## src/rtl/cnt_pkg.sv

```systemverilog
package cnt_pkg;

  // Action taken by a stage on the next rising edge, in precedence order.
  typedef enum logic [1:0] {
    ACT_HOLD  = 2'd0,
    ACT_COUNT = 2'd1,
    ACT_LOAD  = 2'd2,
    ACT_CLEAR = 2'd3
  } cnt_act_e;

endpackage

```

## src/rtl/cnt_mode_dec.sv

```systemverilog
module cnt_mode_dec
  import cnt_pkg::*;
(
  input  logic     clr_n,
  input  logic     ld_n,
  input  logic     cnt_en,
  input  logic     carry_in,
  output cnt_act_e act
);

  // Strict priority: clear, load, count, hold.
  always_comb begin
    if (!clr_n)                 act = ACT_CLEAR;
    else if (!ld_n)             act = ACT_LOAD;
    else if (cnt_en && carry_in) act = ACT_COUNT;
    else                        act = ACT_HOLD;
  end

endmodule

```

## src/rtl/cnt_next.sv

```systemverilog
module cnt_next
  import cnt_pkg::*;
#(
  parameter int WIDTH = 4
) (
  input  cnt_act_e         act,
  input  logic [WIDTH-1:0] cur,
  input  logic [WIDTH-1:0] preset,
  output logic [WIDTH-1:0] nxt
);

  localparam logic [WIDTH-1:0] ONE = WIDTH'(1);

  always_comb begin
    unique case (act)
      ACT_CLEAR: nxt = '0;
      ACT_LOAD:  nxt = preset;
      ACT_COUNT: nxt = cur + ONE;   // natural wrap modulo 2^WIDTH
      default:   nxt = cur;
    endcase
  end

endmodule

```

## src/rtl/cnt_state_reg.sv

```systemverilog
module cnt_state_reg #(
  parameter int WIDTH     = 4,
  parameter bit ASYNC_CLR = 1'b1
) (
  input  logic             clk,
  input  logic             clr_n,
  input  logic [WIDTH-1:0] d,
  output logic [WIDTH-1:0] q
);

  generate
    if (ASYNC_CLR) begin : g_async
      always_ff @(posedge clk or negedge clr_n) begin
        if (!clr_n) q <= '0;
        else        q <= d;
      end
    end else begin : g_sync
      // Clear already folded into d by the decoder.
      always_ff @(posedge clk) begin
        q <= d;
      end
    end
  endgenerate

endmodule

```

## src/rtl/cnt_term_det.sv

```systemverilog
module cnt_term_det #(
  parameter int WIDTH = 4
) (
  input  logic [WIDTH-1:0] cur,
  input  logic             carry_in,
  output logic             carry_out
);

  localparam logic [WIDTH-1:0] TOP_VAL = {WIDTH{1'b1}};

  assign carry_out = carry_in && (cur == TOP_VAL);

endmodule

```

## src/rtl/presettable_counter.sv

```systemverilog
module presettable_counter
  import cnt_pkg::*;
#(
  parameter int WIDTH     = 4,
  parameter bit ASYNC_CLR = 1'b1
) (
  input  logic             clk,
  input  logic             clr_n,
  input  logic             ld_n,
  input  logic [WIDTH-1:0] preset,
  input  logic             cnt_en,
  input  logic             carry_in,
  output logic [WIDTH-1:0] count,
  output logic             carry_out
);

  cnt_act_e         act;
  logic [WIDTH-1:0] nxt;

  cnt_mode_dec u_dec (
    .clr_n    (clr_n),
    .ld_n     (ld_n),
    .cnt_en   (cnt_en),
    .carry_in (carry_in),
    .act      (act)
  );

  cnt_next #(.WIDTH(WIDTH)) u_next (
    .act    (act),
    .cur    (count),
    .preset (preset),
    .nxt    (nxt)
  );

  cnt_state_reg #(.WIDTH(WIDTH), .ASYNC_CLR(ASYNC_CLR)) u_reg (
    .clk   (clk),
    .clr_n (clr_n),
    .d     (nxt),
    .q     (count)
  );

  cnt_term_det #(.WIDTH(WIDTH)) u_term (
    .cur       (count),
    .carry_in  (carry_in),
    .carry_out (carry_out)
  );

endmodule

```

## config.mk

```make
export PLATFORM = sky130hd
export DESIGN_NAME = presettable_counter
export DESIGN_NICKNAME = d
export VERILOG_FILES = /design/src/rtl/cnt_pkg.sv /design/src/rtl/cnt_mode_dec.sv /design/src/rtl/cnt_next.sv /design/src/rtl/cnt_state_reg.sv /design/src/rtl/cnt_term_det.sv /design/src/rtl/presettable_counter.sv
export SDC_FILE = /design/constraint.sdc
export NUM_CORES = 1
export LEC_CHECK = 0
export BUFFER_PORTS_ARGS = -buffer_cell sky130_fd_sc_hd__buf_2
export CORE_AREA = 2 2 39 41
export CTS_BUF_LIST = sky130_fd_sc_hd__clkbuf_4 sky130_fd_sc_hd__clkbuf_8
export DETAILED_ROUTE_END_ITERATION = 6
export DIE_AREA = 0 0 41 43
export HOLD_SLACK_MARGIN = 0.08
export PLACE_DENSITY = 0.35
export SYNTH_ARGS = -nofsm -noshare
export SYNTH_HDL_FRONTEND = slang
export SYNTH_SLANG_ARGS = --single-unit
```

## constraint.sdc

```tcl
create_clock -name clk -period 1.55 [get_ports clk]
set_input_delay 0.155 -clock clk [delete_from_list [all_inputs] [get_ports clk]]
set_output_delay 0.155 -clock clk [all_outputs]
set_load 0.02 [all_outputs]
```

# ---- Yosys cells after proc, flatten, opt, wreduce, memory -nomap -nowiden
# Index checks and enable logic that the tools add are counted.
dict set report word_totals {
  ff_bits 4
  latch_bits 0
  ramBits 0
  romBits 0
  output_inout_bits 5
  word_cells 13
  memories 0
}
dict set report classes {
  addsub 1
  multipliers 0
  n_div 0
  order_cmp 0
  n_eq_ne 4
  shifts 0
  muxes 4
  n_bitwise 0
  reduce_logical 3
}
# op count
set ops {}
lappend ops {{4-bit one-hot mux with 3 select lines} 1}
lappend ops {{4-bit by 1-bit adder with 4-bit output, second input constant} 1}
lappend ops {{2-bit equality test, second input constant} 2}
lappend ops {{4-bit equality test, second input constant} 1}
lappend ops {{2-bit two-way mux} 2}
lappend ops {{3-bit nonzero test} 1}
lappend ops {{2-bit by 1-bit equality test with 1-bit output, second input constant} 1}
lappend ops {{1-bit logical AND} 2}
lappend ops {{1-bit two-way mux} 1}

# ---- Longest topological paths before layout
# Gate-level depths: netlist of run 1.
dict set report logic_depth {
  depth_word 6
  depth_mapped 4
  depth_no_buf 4
}

# ---- Modules after synthesis
# A second synthesis of run 1 with hierarchy kept.
dict set report unflattened {
  hier_cells 29
  hier_area_um2 269.0
}
# mod instances cells_each area_per_inst_um2 seq_area_each_um2
set modules_own_cells {}
lappend modules_own_cells {cnt_next 1 19 143.9 0.0}
lappend modules_own_cells {cnt_state_reg 1 4 100.1 100.1}
lappend modules_own_cells {cnt_mode_dec 1 3 12.5 0.0}
lappend modules_own_cells {cnt_term_det 1 3 12.5 0.0}

# ---- Least setup slack after synthesis of run 1
# No wires, ideal clock.
dict set report synth_timing {
  kind {reg2reg}
  from {register u_reg.q[0]}
  to {register u_reg.q[1]}
  setup_time_ps 99
  t_arrival_ps 1048
  path_slack_ps 403
  stages_incl_launch_ff 4
  path_cell_list {dfrtp_1 ha_1 nand3_1 a311oi_1}
}
dict set report synth_via {
  elab_chain_cells 2
}
# element line
set synth_lines {}
lappend synth_lines {{from (decl)} cnt_state_reg.sv:8} ;# output logic [WIDTH-1:0] q
lappend synth_lines {{from (signal assigned)} cnt_state_reg.sv:14} ;# if (!clr_n) q <= '0;
lappend synth_lines {{from (signal assigned)} cnt_state_reg.sv:15} ;# else q <= d;
lappend synth_lines {{4-bit by 1-bit adder with 4-bit output} cnt_next.sv:18} ;# ACT_COUNT: nxt = cur + ONE;
lappend synth_lines {{4-bit one-hot mux with 3 select lines} cnt_next.sv:15} ;# unique case (act)
# Every way passes these cells.
# A chain may end at the register's enable or synchronous reset.

# ---- Worst setup path after layout of run 1
dict set report layout_timing {
  from {register u_reg.q[0]}
  to {output carry_out}
}
dict set report layout_via {
  elab_chain_cells 2
}
# element line
set layout_lines {}
lappend layout_lines {{4-bit equality test} cnt_term_det.sv:11} ;# assign carry_out = carry_in && (cur == TOP_VAL);
lappend layout_lines {{1-bit logical AND} cnt_term_det.sv:11}
lappend layout_lines {{to (decl)} presettable_counter.sv:14} ;# output logic carry_out
# Every way passes these cells.

==> results.cfg, run 1 <==
[route]
final_antenna_net_count = 0
dr.first_iter.drc_count = 0
wirelength_um = 561
viasPerCell = 4.16
post-route-drc-count = 0
num_vias = 237
dr.pass1.iters = 1
wl_per_cell_um = 9.84

[critical_path]
crit_chain = ha_1 > and4_2 > buf_2
cpMaxStageDelayCell = dfrtp_1
crit_buf_inv = 1
cp-end-kind = output pin
cp.required_ps = 1390
cp_top_family = flip-flops
cp.arrival_ps = 1180
crit_fanout = 4
slowest_delay_ps = 400
criticalPathCategory = reg2out
worstSetupStartpointType = flip-flop

[cells_and_area]
area_growth_syn_to_layout_pct = 52.2
fillers = 163
top_register = u_reg.q
antenna_cells = 0
drive_above_1_share = 0.439
largest_reg_flops = 4
fin_nets = 53
reg.largest.list = u_reg.q x4

[timing]
rsz0062_at_grt = false
finalClockSkew_ps = 1.28
hold_viol = 0
period_needed_ps = 1330
final_max_slew_viol_count = 0
tightest_slew_ps = 206
setup_violations = 0
fmax_mhz = 749
slew_headroom = 0.861
tns_ps = 0
period_share = 0.861

[global_route]
grt_usage = 0.0845
grt_pass1_wl_um = 924
grt_max_degree = 9
use_met3 = 0.0628
grt_pass1_vias = 224
grtUsageMet2 = 0.106
overflow = 0
grt_busiest_layer = met2
use_met1 = 0.0939
antenna_found_initial = 0

[clock_tree]
cts_tree = yes
cts-root-buf = clkbuf_4
cts_num_sinks = 4
cts-resized-gates = 0
ctsHtreeMaxLevel = 1
cts_setup_buffers = 0
clk_pin_slew_ps = 40
cts_buffers = 3
clock_latency_ps = 230
cts_hold_buf = 1
clock_path_buffers = 2

[synthesis]
synth_seq_area_share = 0.444
synth.most_common_cell = dfrtp_1
synth_edf_count = 0
synthTopCellsByCount = 4 x dfrtp_1, 3 x nand3_1, 3 x o21ai_0
ys_types = 15
synth_area_leader_cell = dfrtp_1
synthFlopType = dfrtp_1
synthArstFlopShare = 1.00
synth_top_area_frac = 0.444
synthTopCellsByArea = dfrtp_1 44%, xor2_1 7.8%, nand3_1 6.7%
synth-seq-cells = 4
yosysWarningCount = 0
syn_nets = 34
syn_inst = 24
avgSynthCellArea_um2 = 9.38
syn_area_um2 = 225

[job]
maxCapViolations = 0

[die]
coreArea_um2 = 1380
dieWidth_um = 41
start_util = 0.163
row_count = 14
die_y_um = 43
ios = 14
die-area_um2 = 1760

[power_and_ir_drop]
p_leak_uw = 0.000170
power_uw = 304
p_per_area_nw_per_um2 = 888
ir_worst_vdd_mv = 0.272

[placement]
portBuffers = 13
dp_hpwl_um = 477
gp_congestion = 0.662

[hold_path]
hp-class = in2reg

[run_status]
run_status = complete, no violations
==> cell families (layout without fill, tap and decap cells) <==
group,after synthesis,in the layout,share of synthesized area
AND/OR/NAND/NOR,9,9,0.217
flip-flops,4,4,0.444
AO/OA/AOI/OAI,7,7,0.189
XOR/XNOR,2,2,0.0778
buffers and inverters,1,18,0.0167
adder cells (fa/ha/maj),1,1,0.0555
==> where the power goes <==
part	internal, µW	leakage (µW)	total (µW)	switching, µW
Clock	86.5	0.0000138	128	41.3
Combinational	23.6	0.000104	55.8	32.2
Sequential	113	0.0000518	121	8.01
Total	223	0.000170	304	81.5
==> worst reg2reg max path, cell delays in order, from the launching register on <==
cell      delay [ps]
dfrtp_1          400
ha_1             280
nand3_1           60
a311oi_1         250
==> per-layer routing <==
metal  wire, µm  vias to the layer above
met5          0                        -
met4          0                        0
met3         61                        0
met2        248                       11
met1        251                      101
li1           -                      125
==> worst paths after layout <==
| path | from | end | slack [ps] | cells after the start |
|---|---|---|---|---|
| min in group asynchronous | clr_n | u_reg.q[3] | 270 | 2 |
| max in group asynchronous | clr_n | u_reg.q[0] | 1140 | 2 |
| setup reg to reg | u_reg.q[0] | u_reg.q[1] | 460 | 3 |
| hold / removal | ld_n | u_reg.q[2] | 190 | 2 |
| hold reg to reg | u_reg.q[3] | u_reg.q[3] | 580 | 2 |
| setup / recovery | u_reg.q[0] | carry_out | 220 | 3 |
==> final cells by class <==
type                       count  area (µm²)  share of cell area
sequential                     4         100               0.292
timing repair buffer          14        75.1               0.219
inverter                       1        3.75              0.0109
multi-input combinational     19         121               0.354
clock buffer                   3        22.5              0.0657
tap                           16        20.0              0.0584
==> per-stage QoR <==
step	worst slack [ps]	hold WS [ps]	instances	utilization	instance area, µm²
3_5_place_dp	460	-15.3	53	0.224	310
5_1_grt	140	189	57	0.248	343
6_report	215	193	57	0.248	343
2_1_floorplan	403	-141	24	-	225
3_3_place_gp	466	-16.3	53	0.224	310
4_1_cts	203	186	57	0.248	343
==> cell usage in the layout (no fill, tap or decap) <==
master,n
ha_1,1
and4_2,1
dlygate4sd3_1,1
xor2_1,2
nand2_2,1
a311oi_1,1
buf_2,13
a21oi_1,1
a211oi_1,1
or3_1,1
a31oi_1,1
o21ai_0,3
nand2_1,1
dfrtp_1,4
clkbuf_4,3
nand3_1,3
inv_1,1
nor2_1,2
No activity file was read; power rests on OpenSTA's default activity.
==> run 2: changes to the inputs <==
--- a/config.mk
+++ b/config.mk
@@ -7,10 +7,11 @@
 export LEC_CHECK = 0
 export BUFFER_PORTS_ARGS = -buffer_cell sky130_fd_sc_hd__buf_2
 export CORE_AREA = 2 2 39 41
-export CTS_BUF_LIST = sky130_fd_sc_hd__clkbuf_4 sky130_fd_sc_hd__clkbuf_8
+export CTS_BUF_LIST = sky130_fd_sc_hd__clkbuf_2
 export DETAILED_ROUTE_END_ITERATION = 6
 export DIE_AREA = 0 0 41 43
 export HOLD_SLACK_MARGIN = 0.08
+export MAX_ROUTING_LAYER = met4
 export PLACE_DENSITY = 0.35
 export SYNTH_ARGS = -nofsm -noshare
 export SYNTH_HDL_FRONTEND = slang
==> results.cfg, run 2 (synthesis results as in run 1) <==
[power_and_ir_drop]
p_per_area_nw_per_um2 = 804
ir_worst_vdd_mv = 0.212
p_leak_uw = 0.000169

[die]
row_count = 14
die_y_um = 43
die-area_um2 = 1760
start_util = 0.163
dieWidth_um = 41
ios = 14
coreArea_um2 = 1380

[timing]
period_share = 0.843
period_needed_ps = 1310
finalClockSkew_ps = 2.02
tightest_slew_ps = 207
fin_ws_ps = 243
rsz0062_at_grt = false
slew_headroom = 0.861
tns_ps = 0
setup_violations = 0
hold_viol = 0
fmax_mhz = 765
final_max_slew_viol_count = 0

[placement]
place_area_um2 = 310
post-place-ws_ps = 460
gp_congestion = 0.668
dp_hpwl_um = 477
portBuffers = 13

[run_status]
run_status = complete, no violations

[clock_tree]
clock_latency_ps = 200
clk_pin_slew_ps = 40
clock_path_buffers = 2
cts-root-buf = clkbuf_2
cts-resized-gates = 0
cts_buffers = 3
ctsHtreeMaxLevel = 1
cts_tree = yes
cts_num_sinks = 4
cts_setup_buffers = 0
cts_hold_buf = 1

[route]
num_vias = 237
final_antenna_net_count = 0
viasPerCell = 4.16
post-route-drc-count = 0
dr.pass1.iters = 2
dr.first_iter.drc_count = 3
wl_per_cell_um = 9.84
wirelength_um = 561

[cells_and_area]
fillers = 165
area_growth_syn_to_layout_pct = 48.9
mostFrequentLayoutCells = 13 x buf_2, 4 x dfrtp_1, 3 x nand3_1, 3 x o21ai_0, 3 x clkbuf_2
final_util = 0.242
finalInstanceArea_um2 = 335
reg.largest.list = u_reg.q x4
drive_above_1_share = 0.439
largest_reg_flops = 4
top_register = u_reg.q
antenna_cells = 0
fin_nets = 53
final_common_cell = buf_2

[global_route]
grt_pass1_wl_um = 924
grt_busiest_layer = met2
antenna_found_initial = 0
grt_pass1_vias = 224
grt_max_degree = 9
grt_usage = 0.0866
use_met3 = 0.0628
grtUsageMet2 = 0.106
overflow = 0
use_met1 = 0.0939

[critical_path]
worstSetupStartpointType = flip-flop
criticalPathCategory = reg2out
rr_startpoint = u_reg.q[0]
startpoint = u_reg.q[0]
cp-end-kind = output pin
cp.required_ps = 1390
crit_fanout = 4
regToRegSetupSlack_ps = 460
cp.arrival_ps = 1150

[hold_path]
hp-class = in2reg
hold_start = ld_n

[job]
maxCapViolations = 0
==> run 2: cell counts in the layout (fill, tap and decap cells not counted) <==
Identical to the previous run, type by type.
==> run 2: through the flow <==
step	hold WS (ps)	instances	power, µW
final	220	57	270
after global placement	-16.3	53	176
after floorplan	-141	24	148
after CTS	206	57	277
after global routing	204	57	295
after detailed placement	-15.3	53	177
==> run 2: routing by layer <==
layer / up-vias / share of wire
li1: 125 / -
met1: 99 / 0.44
met2: 13 / 0.44
met3: 0 / 0.12
met4: 0 / 0
met5: - / 0
==> run 2: layout make-up <==
| cell class | instances | area [µm²] | share of cell area |
|---|---|---|---|
| Sequential cell | 4 | 100 | 0.299 |
| Tap cell | 16 | 20.0 | 0.0597 |
| Clock buffer | 3 | 15.0 | 0.0448 |
| Multi-Input combinational cell | 19 | 121 | 0.362 |
| Timing Repair Buffer | 14 | 75.1 | 0.224 |
| Inverter | 1 | 3.75 | 0.0112 |
==> run 2: critical path, stage by stage, from the launching register on <==
cell and delay, ps:
dfrtp_1 400, ha_1 220, and4_2 170, buf_2 150
==> run 2: path summary, 6_finish.rpt <==
kind,endpoint,depth (start not counted)
min in group asynchronous,u_reg.q[3],2
worst min-delay path,u_reg.q[2],2
max in group asynchronous,u_reg.q[0],2
worst max-delay path,carry_out,3
worst max register to register,u_reg.q[1],3
worst min register to register,u_reg.q[3],2
==> run 2: report_power, final <==
group / internal [µW] / switching [µW]
Combinational: 23.6 / 32.2
Clock: 52.0 / 41.4
Sequential: 113 / 8.01
==> run 3: changes to the inputs <==
--- a/config.mk
+++ b/config.mk
@@ -5,6 +5,7 @@
 export SDC_FILE = /design/constraint.sdc
 export NUM_CORES = 1
 export LEC_CHECK = 0
+export ABC_AREA = 1
 export BUFFER_PORTS_ARGS = -buffer_cell sky130_fd_sc_hd__buf_2
 export CORE_AREA = 2 2 39 41
 export CTS_BUF_LIST = sky130_fd_sc_hd__clkbuf_2
@@ -12,7 +13,7 @@
 export DIE_AREA = 0 0 41 43
 export HOLD_SLACK_MARGIN = 0.08
 export MAX_ROUTING_LAYER = met4
-export PLACE_DENSITY = 0.35
+export PLACE_DENSITY = 0.39
 export SYNTH_ARGS = -nofsm -noshare
 export SYNTH_HDL_FRONTEND = slang
 export SYNTH_SLANG_ARGS = --single-unit
==> constraint.sdc (replaced) <==
create_clock -name clk -period 1.1 [get_ports clk]
set_input_delay 0.11 -clock clk [delete_from_list [all_inputs] [get_ports clk]]
set_output_delay 0.11 -clock clk [all_outputs]
set_load 0.02 [all_outputs]
==> results.cfg, run 3 <==
[run_status]
run_status = complete, but fails checks
violations = setup timing

[synthesis]
synth_area_leader_cell = dfrtp_1
synth.most_common_cell = nand3_1
synth-seq-cells = 4
synthTopCellsByArea = dfrtp_1 39%, nand3_1 23%, nand2_1 15%
syn_area_um2 = 258
ys_types = 11
synthTopCellsByCount = 12 x nand3_1, 10 x nand2_1, 4 x dfrtp_1, 4 x inv_1
synthFlopType = dfrtp_1
syn_nets = 47
synth_edf_count = 0
synth_seq_area_share = 0.388
yosysWarningCount = 0
synthArstFlopShare = 1.00
synth_top_area_frac = 0.388
syn_inst = 37
avgSynthCellArea_um2 = 6.97

[cells_and_area]
seqCellArea_um2 = 101
largest_reg_flops = 4
final_util = 0.309
multiInputGateArea_um2 = 156
antenna_cells = 0
top_register = u_reg.q
fillers = 159
drive_above_1_share = 0.475
fin_nets = 70
mostFrequentLayoutCells = 12 x nand3_1, 12 x buf_2, 9 x nand2_1
area_growth_syn_to_layout_pct = 66.0
reg.largest.list = u_reg.q x4
finalInstanceArea_um2 = 428

[timing]
fmax_mhz = 892
final_max_slew_viol_count = 0
rsz0062_at_grt = true
hold_viol = 0
period_needed_ps = 1120
tightest_slew_ps = 190
setup_violations = 1
period_share = 1.02
finalClockSkew_ps = 1.99
fin_ws_ps = -20.8
slew_headroom = 0.873
hold_slack_ps = 159

[route]
num_vias = 309
dr.first_iter.drc_count = 1
post-route-drc-count = 0
dr.pass1.iters = 2
final_antenna_net_count = 0
wl_per_cell_um = 9.84
wirelength_um = 738
viasPerCell = 4.12

[critical_path]
cp_top_family = flip-flops
criticalPathCategory = reg2out
crit_chain = ha_4 > nand2_2 > nor2_2 > buf_6
crit_buf_inv = 1
worstSetupStartpointType = flip-flop
crit_fanout = 2
cp.required_ps = 990
cp.arrival_ps = 1010
cpMaxStageDelayCell = dfrtp_2
cp-end-kind = output pin
slowest_delay_ps = 420

[clock_tree]
ctsHtreeMaxLevel = 1
clock_latency_ps = 210
cts-root-buf = clkbuf_2
clock_path_buffers = 2
clk_pin_slew_ps = 50
cts_buffers = 3
cts_num_sinks = 4
cts_tree = yes

[global_route]
grt_usage = 0.111
grt_max_degree = 9
overflow = 0
grt_pass1_wl_um = 1210
grt_pass1_vias = 312
antenna_found_initial = 0

[placement]
gp_congestion = 0.755
portBuffers = 13
post-place-ws_ps = 21.3
dp_hpwl_um = 580
place_area_um2 = 369

[die]
die-area_um2 = 1760
coreArea_um2 = 1380
row_count = 14
start_util = 0.186
ios = 14
die_y_um = 43
dieWidth_um = 41

[power_and_ir_drop]
p_per_area_nw_per_um2 = 989
ir_worst_vdd_mv = 0.337
p_leak_uw = 0.000232

[job]
maxCapViolations = 0

[hold_path]
hp-class = in2reg
==> run 3: through the flow <==
step,instances,TNS (ps),power [µW]
6_report,75,-20.8,423
5_1_grt,75,-97.6,458
4_1_cts,75,-46.0,437
3_5_place_dp,69,0,257
3_3_place_gp,69,0,258
2_1_floorplan,37,-49.1,208
==> run 3: final cells by class <==
| cell class | count | share of cell area |
|---|---|---|
| tap | 16 | 0.0468 |
| inverter | 5 | 0.0439 |
| timing repair buffer | 18 | 0.260 |
| clock buffer | 4 | 0.0468 |
| sequential | 4 | 0.237 |
| multi-input combinational | 28 | 0.365 |
==> run 3: path summary, 6_finish.rpt <==
check	cells past startpoint	to	slack [ps]	start
worst min-delay path	3	u_reg.q[0]	160	preset[0]
worst min register to register	2	u_reg.q[3]	590	u_reg.q[3]
max in group asynchronous	3	u_reg.q[0]	600	clr_n
worst max-delay path	4	carry_out	-20	u_reg.q[0]
worst max register to register	4	u_reg.q[2]	30	u_reg.q[0]
min in group asynchronous	3	u_reg.q[1]	370	clr_n
==> run 3: worst min-delay path: cells and delay by family <==
family,cells,cell delay [ps]
AND/OR/NAND/NOR,2,150
buffers and inverters,1,80
==> run 3: what timing repair did <==
action | CTS | global route
hold endpoints to repair | 4 | 0
pin swaps | 1 | 0
setup endpoints to repair | 1 | 2
hold buffers | 1 | 0
buffers inserted | 1 | 0
gates resized for setup | 5 | 0
==> run 3: logic make-up after synthesis <==
kind of cell	after synthesis	synth area share
AND/OR/NAND/NOR	27	0.490
flip-flops	4	0.388
buffers and inverters	5	0.0728
adder cells (fa/ha/maj)	1	0.0485
==> run 3: metal layers <==
layer | vias up | GRT usage | share of wire
met5 | - | - | 0
met4 | 0 | 0.100 | 0.012
met3 | 2 | 0.0157 | 0.035
met2 | 7 | 0.166 | 0.52
met1 | 136 | 0.120 | 0.42
li1 | 164 | - | -
==> run 3: where the power goes <==
| group | internal (µW) | total (µW) | switching [µW] |
|---|---|---|---|
| Sequential | 157 | 169 | 11.5 |
| Combinational | 41.3 | 91.7 | 50.4 |
| Clock | 96.1 | 163 | 66.8 |
| Total | 295 | 423 | 129 |
